$ cat src/rtl/lbl_pkg.sv
package lbl_pkg;
   typedef enum logic [1:0] {
      ST_IDLE    = 2'd0,
      ST_WAIT    = 2'd1,
      ST_COMMIT  = 2'd2,
      ST_DELIVER = 2'd3
   } lbl_state_e;
endpackage

$ cat src/rtl/lbl_digest_split.sv
module lbl_digest_split #(
   parameter int DIG_W     = 256,
   parameter bit OUT_UPPER = 1'b1,
   localparam int HALF     = DIG_W / 2
) (
   input  logic [DIG_W-1:0] digest_i,
   output logic [HALF-1:0]  rand_o,
   output logic [HALF-1:0]  mix_o
);
   generate
      if (OUT_UPPER) begin : g_upper_out
         assign rand_o = digest_i[DIG_W-1:HALF];
         assign mix_o  = digest_i[HALF-1:0];
      end else begin : g_lower_out
         assign rand_o = digest_i[HALF-1:0];
         assign mix_o  = digest_i[DIG_W-1:HALF];
      end
   endgenerate
endmodule

$ cat src/rtl/lbl_seed_store.sv
module lbl_seed_store #(
   parameter int SEED_W = 128
) (
   input  logic              clk_i,
   input  logic              load_i,
   input  logic [SEED_W-1:0] load_val_i,
   input  logic              fold_i,
   input  logic [SEED_W-1:0] fold_val_i,
   output logic [SEED_W-1:0] seed_o
);
   logic [SEED_W-1:0] seed_q;

   // No reset: the seed only changes by provisioning or by folding.
   always_ff @(posedge clk_i) begin
      if (load_i) begin
         seed_q <= load_val_i;
      end else if (fold_i) begin
         seed_q <= seed_q ^ fold_val_i;
      end
   end

   assign seed_o = seed_q;
endmodule

$ cat src/rtl/lbl_lock_guard.sv
module lbl_lock_guard (
   input  logic clk_i,
   input  logic rst_ni,
   input  logic abort_i,
   input  logic prov_ok_i,
   output logic locked_o
);
   logic lock_q;

   always_ff @(posedge clk_i) begin
      if (!rst_ni) begin
         lock_q <= 1'b1;
      end else if (abort_i) begin
         lock_q <= 1'b1;
      end else if (prov_ok_i) begin
         lock_q <= 1'b0;
      end
   end

   assign locked_o = lock_q;
endmodule

$ cat src/rtl/lbl_rng_ctrl.sv
module lbl_rng_ctrl
   import lbl_pkg::*;
(
   input  logic clk_i,
   input  logic rst_ni,
   input  logic req_i,
   input  logic abort_i,
   input  logic locked_i,
   input  logic hash_done_i,
   output logic hash_req_o,
   output logic fold_o,
   output logic commit_o,
   output logic deliver_o,
   output logic idle_o
);
   lbl_state_e state_q, state_d;

   always_comb begin
      state_d = state_q;
      unique case (state_q)
         ST_IDLE:    if (req_i && !locked_i) state_d = ST_WAIT;
         ST_WAIT:    if (hash_done_i)        state_d = ST_COMMIT;
         ST_COMMIT:  state_d = (locked_i || abort_i) ? ST_IDLE : ST_DELIVER;
         ST_DELIVER: state_d = ST_IDLE;
         default:    state_d = ST_IDLE;
      endcase
   end

   always_ff @(posedge clk_i) begin
      if (!rst_ni) begin
         state_q <= ST_IDLE;
      end else begin
         state_q <= state_d;
      end
   end

   assign hash_req_o = (state_q == ST_WAIT);
   assign fold_o     = (state_q == ST_WAIT) && hash_done_i;
   assign commit_o   = (state_q == ST_COMMIT);
   assign deliver_o  = (state_q == ST_DELIVER);
   assign idle_o     = (state_q == ST_IDLE);
endmodule

$ cat src/rtl/lbl_rng.sv
module lbl_rng #(
   parameter int SEED_W    = 128,
   parameter int DIG_W     = 256,
   parameter bit OUT_UPPER = 1'b1
) (
   input  logic              clk_i,
   input  logic              rst_ni,
   input  logic              req_i,
   input  logic              abort_i,
   input  logic              prov_i,
   input  logic [SEED_W-1:0] prov_seed_i,
   output logic              hash_req_o,
   output logic [SEED_W-1:0] hash_msg_o,
   input  logic              hash_done_i,
   input  logic [DIG_W-1:0]  hash_digest_i,
   output logic              seed_wr_o,
   output logic [SEED_W-1:0] seed_wr_data_o,
   output logic              rnd_valid_o,
   output logic [SEED_W-1:0] rnd_data_o,
   output logic              locked_o
);
   localparam int HALF = DIG_W / 2;

   generate
      if (HALF != SEED_W) begin : g_bad_width
         $error("lbl_rng: digest must be twice the seed width");
      end
      if (SEED_W < 8) begin : g_bad_seed
         $error("lbl_rng: seed width too small");
      end
   endgenerate

   logic            fold, commit, deliver, idle, prov_ok;
   logic [HALF-1:0] rand_half, mix_half;
   logic [HALF-1:0] rand_q;
   logic [SEED_W-1:0] seed;

   assign prov_ok = prov_i && idle;

   lbl_rng_ctrl u_ctrl (
      .clk_i       (clk_i),
      .rst_ni      (rst_ni),
      .req_i       (req_i),
      .abort_i     (abort_i),
      .locked_i    (locked_o),
      .hash_done_i (hash_done_i),
      .hash_req_o  (hash_req_o),
      .fold_o      (fold),
      .commit_o    (commit),
      .deliver_o   (deliver),
      .idle_o      (idle)
   );

   lbl_lock_guard u_lock (
      .clk_i     (clk_i),
      .rst_ni    (rst_ni),
      .abort_i   (abort_i),
      .prov_ok_i (prov_ok),
      .locked_o  (locked_o)
   );

   lbl_digest_split #(.DIG_W(DIG_W), .OUT_UPPER(OUT_UPPER)) u_split (
      .digest_i (hash_digest_i),
      .rand_o   (rand_half),
      .mix_o    (mix_half)
   );

   lbl_seed_store #(.SEED_W(SEED_W)) u_seed (
      .clk_i      (clk_i),
      .load_i     (prov_ok),
      .load_val_i (prov_seed_i),
      .fold_i     (fold),
      .fold_val_i (mix_half),
      .seed_o     (seed)
   );

   always_ff @(posedge clk_i) begin
      if (!rst_ni) begin
         rand_q <= '0;
      end else if (fold) begin
         rand_q <= rand_half;
      end
   end

   assign hash_msg_o     = seed;
   assign seed_wr_o      = commit;
   assign seed_wr_data_o = seed;
   assign rnd_valid_o    = deliver;
   assign rnd_data_o     = deliver ? rand_q : '0;
endmodule

$ cat config.mk
export PLATFORM = sky130hd
export DESIGN_NAME = lbl_rng
export DESIGN_NICKNAME = d
export VERILOG_FILES = /design/src/rtl/lbl_pkg.sv /design/src/rtl/lbl_digest_split.sv /design/src/rtl/lbl_seed_store.sv /design/src/rtl/lbl_lock_guard.sv /design/src/rtl/lbl_rng_ctrl.sv /design/src/rtl/lbl_rng.sv
export SDC_FILE = /design/constraint.sdc
export NUM_CORES = 1
export LEC_CHECK = 0
export BUFFER_PORTS_ARGS = -buffer_cell sky130_fd_sc_hd__buf_2
export CORE_AREA = 2 2 299 301
export DETAILED_ROUTE_END_ITERATION = 16
export DIE_AREA = 0 0 301 303
export SLEW_MARGIN = 20
export SYNTH_ARGS = -nofsm -noshare
export SYNTH_HDL_FRONTEND = slang
export SYNTH_SLANG_ARGS = --single-unit
$ cat constraint.sdc
create_clock -name clk_i -period 5.03 [get_ports clk_i]
set_input_delay 0.2515 -clock clk_i [delete_from_list [all_inputs] [get_ports clk_i]]
set_output_delay 0.2515 -clock clk_i [all_outputs]
set_load 0.02 [all_outputs]
== Yosys cells after proc, flatten, opt, wreduce, memory -nomap -nowiden ==
Index checks and enable logic that the tools add are counted.

* Register bits: 259

* Equal/unequal tests: 5
* Multiplexer cells: 7
* Bitwise operators: 2
* Reduce and logical (&&, ||, !) cells: 9

{| class="wikitable"
|+ Operator list
! cell !! number
|-
| two-way mux 128 bit || 3
|-
| XOR 128 bit || 1
|-
| one-hot mux 2 bit (4 select lines) || 1
|-
| two-way mux 2 bit || 3
|-
| == test 2 bit, second input constant || 2
|-
| inequality test 2 x 1 -> 1 bit, second input constant || 2
|-
| logical AND 1 bit || 3
|-
| == test 2 x 1 -> 1 bit, second input constant || 1
|-
| logical NOT 2 bit || 1
|-
| AND reduction 2 bit || 1
|-
| nonzero test 2 bit || 1
|-
| OR reduction 2 bit || 1
|-
| logical NOT 1 bit || 1
|-
| logical OR 1 bit || 1
|-
| inverter 1 bit || 1
|}

== Depth between registers and ports, before layout ==
Gate-level depths: netlist of run 1.

* Depth in word-level cells: 4
* Mapped depth: 8

== By module ==
From an unflattened synthesis of run 1, not the netlist that was laid out.

* Cell total of the unflattened synthesis: 1497
* Area, all modules: 15124.5 um^2

{| class="wikitable"
|+ By module, submodules not included
! module !! times used !! cells each !! area an instance (um^2) !! seq. area each (um^2)
|-
| lbl_rng || 1 || 683 || 6790.3 || 2562.5
|-
| lbl_seed_store || 1 || 541 || 6259.8 || 3843.7
|-
| lbl_digest_split || 1 || 256 || 1921.8 || 0.0
|-
| lbl_rng_ctrl || 1 || 14 || 118.9 || 40.0
|-
| lbl_lock_guard || 1 || 3 || 33.8 || 20.0
|}

== Worst setup path before layout of run 1 ==
OpenSTA, ideal clock, no wires.

* Path type: reg2reg
* Start: register u_ctrl.state_q[1]
* End: register u_seed.seed_q[0] (netlist: u_seed.seed_o[0]) (enable)
* Arrival: 3.039 ns
* Slack: 0.869 ns
* Cell stages (with the launch flop): 6
* Clock period less this slack: 4.161 ns
* Cell sequence: dfxtp_1 > buf_6 > nand3b_1 > buf_2 > buf_2 > nand2_1

* Word-level cells in the longest chain between the ends: 3
* Elaborated cells between the ends (all ways): 5
* Those cells by class: 1 x eq/ne; 4 x reduce/logical

{| class="wikitable"
|+ Ends and longest elaborated chain
! item !! line !! RTL
|-
| start, declared || lbl_rng_ctrl.sv:16 || <nowiki>lbl_state_e state_q, state_d;</nowiki>
|-
| start signal, assigned || lbl_rng_ctrl.sv:33 || <nowiki>state_q <= state_d;</nowiki>
|-
| == test 2 x 1 -> 1 bit / logical NOT 2 bit (equally long branches) || lbl_rng_ctrl.sv:38, lbl_rng_ctrl.sv:41 ||
|-
| logical AND 1 bit, on equally long branches || lbl_rng_ctrl.sv:38, lbl_rng.sv:38 ||
|-
| nonzero test 2 bit (no line) (*) || n/a ||
|-
| end signal, assigned || lbl_seed_store.sv:16 || <nowiki>seed_q <= load_val_i;</nowiki>
|-
| end signal, assigned || lbl_seed_store.sv:18 || <nowiki>seed_q <= seed_q ^ fold_val_i;</nowiki>
|-
| end, declared || lbl_seed_store.sv:11 || <nowiki>logic [SEED_W-1:0] seed_q;</nowiki>
|}

Every way passes the cells marked *; elsewhere a longest branch is shown, timed or not.
A chain may end at the register's enable or synchronous reset.

== Final worst setup path of run 1 ==
* Start: register u_ctrl.state_q[0]
* End: output port rnd_data_o[0]

* Word-level cells in the longest chain between the ends: 2

{| class="wikitable"
|+ Ends and longest elaborated chain
! item !! line !! RTL
|-
| == test 2 bit || lbl_rng_ctrl.sv:40 || <nowiki>assign deliver_o = (state_q == ST_DELIVER);</nowiki>
|-
| two-way mux 128 bit || lbl_rng.sv:89 || <nowiki>assign rnd_data_o = deliver ? rand_q : '0;</nowiki>
|-
| end, declared || lbl_rng.sv:19 || <nowiki>output logic [SEED_W-1:0] rnd_data_o,</nowiki>
|}

Every way passes these cells.

==> results of run 1 <==
==> sequential cells by signal, summed over array words and instances (netlist names) <==
name             cells
rand_q             128
u_seed.seed_o      128
u_ctrl.state_q       2
u_lock.locked_o      1
==> power by group <==
part	switching (W)	internal, W	total [W]
Sequential	0.000148	0.00239	0.00254
Clock	0.00107	0.00162	0.00268
Combinational	0.000820	0.000590	0.00141
Total	0.00204	0.00460	0.00663
==> metrics by stage <==
stage | hold WS [ns] | setup slack (ns) | cells | area (um2) | util (%)
global placement | 0.447 | 2.55 | 3125 | 17300 | 19.7
detailed placement | 0.453 | 2.52 | 3125 | 17300 | 19.7
global route | 0.0262 | 2.08 | 3469 | 21300 | 24.2
finish | 0.0506 | 2.21 | 3476 | 21300 | 24.3
CTS | 0.000258 | 2.17 | 3467 | 21300 | 24.2
floorplan | 0.357 | 0.869 | 1398 | 13300 | -
==> area by class of cell <==
type	count	area, um2	area share [%]
Antenna cell	9	22.5	0.106
Multi-Input combinational cell	911	5340	25.0
Timing Repair Buffer	1068	6820	32.0
Clock buffer	51	1090	5.12
Clock inverter	13	123	0.575
Tap cell	1165	1460	6.83
Sequential cell	259	6470	30.3
==> worst max-delay path: cells and delay by family (launching register included) <==
| kind | cells | cell delay [ns] |
|---|---|---|
| flip-flops | 1 | 0.62 |
| AND/OR/NAND/NOR | 1 | 0.38 |
| buffers and inverters | 2 | 0.86 |
==> layout by cell type, fill, tap and decap left out, types with 4 or more instances in the layout <==
master / n
nand2_2: 40
a21boi_0: 128
diode_2: 9
dlygate4sd3_1: 278
buf_4: 10
xnor2_1: 128
clkinv_1: 4
o21ai_2: 40
clkbuf_8: 5
clkbuf_16: 40
o21ai_0: 88
nand2_1: 345
clkbuf_1: 6
buf_2: 776
and3_1: 128
buf_12: 4
dfxtp_1: 129
edfxtp_1: 128
==> cells by family after synthesis <==
logic type / count (synthesis) / share of synthesized area [%]
flip-flops: 259 / 48.6
AND/OR/NAND/NOR: 525 / 18.3
AO/OA/AOI/OAI: 258 / 13.3
XOR/XNOR: 128 / 8.42
buffers and inverters: 228 / 11.4
==> per-layer routing <==
layer / up-vias / share of wire (%) / global-route usage [%]
met3: 104 / 10 / 5.49
met2: 671 / 46 / 23.3
met4: 26 / 2.4 / 3.90
met1: 6269 / 41 / 17.3
li1: 6322 / - / -
met5: - / 0.27 / 0
==> worst paths after layout <==
kind                     start                end  slack (ns)  cells after the start
max          u_ctrl.state_q[0]      rnd_data_o[0]        2.21                      3
min            prov_seed_i[51]  u_seed.seed_o[51]        0.05                      3
max reg2reg  u_ctrl.state_q[1]         rand_q[54]        2.29                      5
min reg2reg        rand_q[106]        rand_q[106]        0.46                      2
==> results.md, run 1 <==
* Die height at 303 um
* ANT nets after route at 0
* Seq cells post-synth at 259
* Pwr dens at between 300 and 400 mW/mm2
* Fin crit share at a little under three fifths
* Vias at 13.4k
* Critical Path End Type: primary output
* Antenna violations before repair at 39
* Drt initial violations at 819
* Outcome: finished clean
* Worst-path clk slew at ~0.060 ns
* Port-buffer cells at approximately 780
* Cts repair resizes at 0
* # fillers at around 9.5k
* Post-CTS Setup Bufs at 0
* Via density at approximately 3.9
* Max-slew violations at 0
* Asr flop ratio synth at 0%
* DP HPWL at about 53000 um
* CTS sink cnt at 259
* GR Util All Layers at around 14%
* Worst Max-Slew Pin Slew at 0.935 ns
* Post-Syn Area at around 0.013 mm2
* DRC at 0
* 1st-pass router iterations at 5
* Ys flop type: dfxtp_1
* WL final at ~69000 um
* Critical Setup Path Class: reg -> out
* Share of the synthesized area in the top cell type at around 29%
* Initial Utilization at ~15%
* Root Driver: clkbuf_16
* Total grt overflow at 0
* Register area share after synthesis at 48.6%
* Arr. time, crit path at approximately 2.6 ns
* Die W at between 300 and 400 um
* Routability congestion estimate at around 0.91
* Max Cap Viol at 0
* Pin count of the biggest net entering global routing at roughly 120
* Core Region at ~0.088 mm2
* Design Power at about 0.0066 W
* Crit-path cells: buf_4 > and3_1 > buf_2
* Slowest-stage cell, CP: buf_4
* Max clock buf depth at 3
* Post-synth top cells: nand2_1, buf_4, dfxtp_1
* Setup TNS at 0 ns
* Post-synth cell types at 25
* Rel. slew slack at a little under two fifths
* Worst Hold Class: in -> reg
* Row cnt at between 100 and 150
* Syn Inst Count at between 1k and 1.5k
* CTS buffer count at 37
* Startpoint types: register
* Most common cell in the synthesized netlist: nand2_1
* Final nets at ~2.7k
* Fmax at approximately 0.35 GHz
* Clock Latency Late Sink at about 0.58 ns
* Syn Nets at 1788
* H-tree Lvls at 2
* Number of synthesized flops with an enable pin at ~130
* Die area at 0.0912 mm2
* Vias in the first global route at 13.1k
* RSZ-0062 raised after global routing: false
* Yosys warnings at 0
* Worst path max stage delay at around 0.66 ns
* Routed len/inst at 19.9 um
* WP data required at around 4.8 ns
* IO Pins at 778
* Hold-fix buffers, CTS at approximately 280
* First-pass GRT wire length at around 93000 um
* Share of cells above drive strength 1 at 40.4%
* Crit-path max FO at between 90 and 100
* Top post-synthesis cells by area: edfxtp_1, dfxtp_1, nand2_1
* Leading area contributor after synthesis: edfxtp_1
* Area grow syn2layout at 60.2%
* Setup violators final at 0
* Avg Cell Area, Syn at 9.53 um2
* Peak VDD IR at between 0.2 and 0.25 mV
* CTS tree: built
* Clk_skew at 0.0238 ns
* Final hold vios at 0
* Final min period at around 2.8 ns
* Pleak at 9.40 nW
(Power assumes the default switching activity.)
==> run 2, diff against run 1 <==
- clock period: 5.03 -> 2.8 ns (I/O delays scaled with it)
==> results.md, run 2 (synthesis results as in run 1) <==
* Peak VDD IR at ~0.43 mV
* Worst Max-Slew Pin Slew at ~0.76 ns
* Crit-path max FO at 60
* DRC at 0
* WP data required at 3.11 ns
* Commonest non-fill, non-tap cell in the layout: buf_2
* WL final at around 71000 um
* Setup TNS at 0 ns
* Pin count of the biggest net entering global routing at between 100 and 150
* Critical Path End Type: register
* Core Region at around 0.09 mm2
* CTS sink cnt at approximately 260
* Routability congestion estimate at a little over 0.9
* Routed met2 length at 32600 um
* Worst path max stage delay at between 0.5 and 0.6 ns
* H-tree Lvls at 2
* Met1 WL at 28000 um
* Clock Latency Late Sink at about 0.56 ns
* Total grt overflow at 0
* Crit Reg-Reg Endpoint: u_seed.seed_o[0]
* DP HPWL at approximately 54000 um
* Max-slew violations at 0
* Setup violators final at 0
* Reg2reg start: u_ctrl.state_q[1]
* Commonest non-fill, non-tap cells in the layout: buf_2, dlygate4sd3_1, nand2_1
* CTS buffer count at 37
* Final min period at roughly 2.3 ns
* Die height at approximately 300 um
* First-pass GRT wire length at slightly below 100000 um
* Slowest-stage cell, CP: dlygate4sd3_1
* CTS tree: built
* Final nets at ~2.8k
* Row cnt at about 110
* CP bufs+invs at 3
* Port-buffer cells at a little under 800
* Rel. slew slack at roughly half
* Crit path max-delay family: buffers and inverters
* Worst reg-to-reg setup slack at around 0.48 ns
* Clk_skew at between 0.02 and 0.03 ns
* Share of cells above drive strength 1 at 39.1%
* Max Cap Viol at 0
* ANT nets after route at 0
* Fin crit share at 82.7%
* Hold path cells at 3
* Via density at 3.93
* Crit-path cells: nor3b_4 > buf_12 > buf_12 > o21ai_0 > dlygate4sd3_1
* Startpoint types: register
* Worst-path clk slew at ~0.06 ns
* Hold_sp: hash_digest_i[44]
* Drt initial violations at 800
* Vias at about 14k
* Final hold vios at 0
* RSZ-0062 raised after global routing: false
* 1st-pass router iterations at 5
* Vias in the first global route at approximately 14k
* Antenna violations before repair at 43
* Max clock buf depth at 3
* # fillers at approximately 9.4k
* Fmax at roughly 0.43 GHz
* Cts repair resizes at 0
* WL met3 at 7420 um
* Hold EP: u_seed.seed_o[44]
* Initial Utilization at between 10% and 20%
* GR Util All Layers at between 10 and 15%
* Top sig layer: met5
* Most frequent cell on the critical path: buf_12
* Worst Hold Class: in -> reg
* Die W at ~300 um
* IO Pins at between 700 and 800
* Pwr dens at ~540 mW/mm2
* R2R cell count at 5
* Design Power at 0.0122 W
* Die area at a little over 0.09 mm2
* Outcome: finished clean
* Routed len/inst at between 15 and 20 um
* Critical Setup Path Class: reg -> reg
* Root Driver: clkbuf_16
* Area grow syn2layout at 68.9%
* Arr. time, crit path at ~2.6 ns
* Hold_ws at approximately 0.025 ns
* Pleak at around 10 nW
[run 2: cell types whose count changed in the layout (fill, tap and decap cells not counted), moves of 2 or more]
cell,delta
clkbuf_8,-2
dlygate4sd3_1,+99
buf_12,+8
diode_2,+4
clkbuf_16,-3
clkinv_2,+2
inv_6,+4
[run 2: final cells by class]
| cell class | count | area (um2) | area share (%) |
|---|---|---|---|
| sequential | 259 | 6470 | 28.8 |
| multi-input combinational | 911 | 5350 | 23.8 |
| clock buffer | 45 | 986 | 4.38 |
| clock inverter | 20 | 206 | 0.918 |
| tap | 1165 | 1460 | 6.48 |
| antenna | 13 | 32.5 | 0.145 |
| timing repair buffer | 1176 | 7980 | 35.5 |
[run 2: through the flow]
stage	instance area (um2)	worst slack, ns	util [%]	cells
2_1_floorplan	13300	0.576	-	1398
3_3_place_gp	17500	0.857	19.9	3134
3_5_place_dp	17500	0.846	19.9	3134
4_1_cts	22500	0.506	25.5	3576
5_1_grt	22500	0.358	25.5	3580
6_report	22500	0.484	25.6	3589
[run 2: tightest hold or removal path, cell delays in order]
cell and delay, ns:
buf_2 0.13, xnor2_1 0.09, o21ai_0 0.13
[run 2: worst max-delay path by stage]
stage                                 start            endpoint  slack [ns]  depth (start not counted)
after floorplan           u_ctrl.state_q[0]    u_seed.seed_o[0]        0.58                          3
after global placement    u_ctrl.state_q[1]  u_seed.seed_o[116]        0.86                          3
after detailed placement  u_ctrl.state_q[1]  u_seed.seed_o[116]        0.85                          3
after CTS                 u_ctrl.state_q[1]    u_seed.seed_o[3]        0.51                          5
after global routing      u_ctrl.state_q[1]   u_seed.seed_o[80]        0.36                          5
final                     u_ctrl.state_q[1]    u_seed.seed_o[0]        0.48                          5
[run 2: layer usage]
layer  global-route usage [%]  up-vias
met1                     17.4     6617
met3                     5.40      157
met2                     23.7      731
li1                         -     6545
met5                        0        -
met4                     6.23       42
[run 2: what timing repair did]
item / 4_1_cts / 5_1_grt
setup endpoints to repair: 0 / 0
hold buffers: 377 / 0
setup buffers: 0 / 0
endpoints found under the hold margin: 259 / 0
[run 2: report_power, final]
group	leakage (nW)	switching (W)	internal [W]
logic	7.02	0.00152	0.00131
registers	2.32	0.000289	0.00429
clock network	0.588	0.00196	0.00280
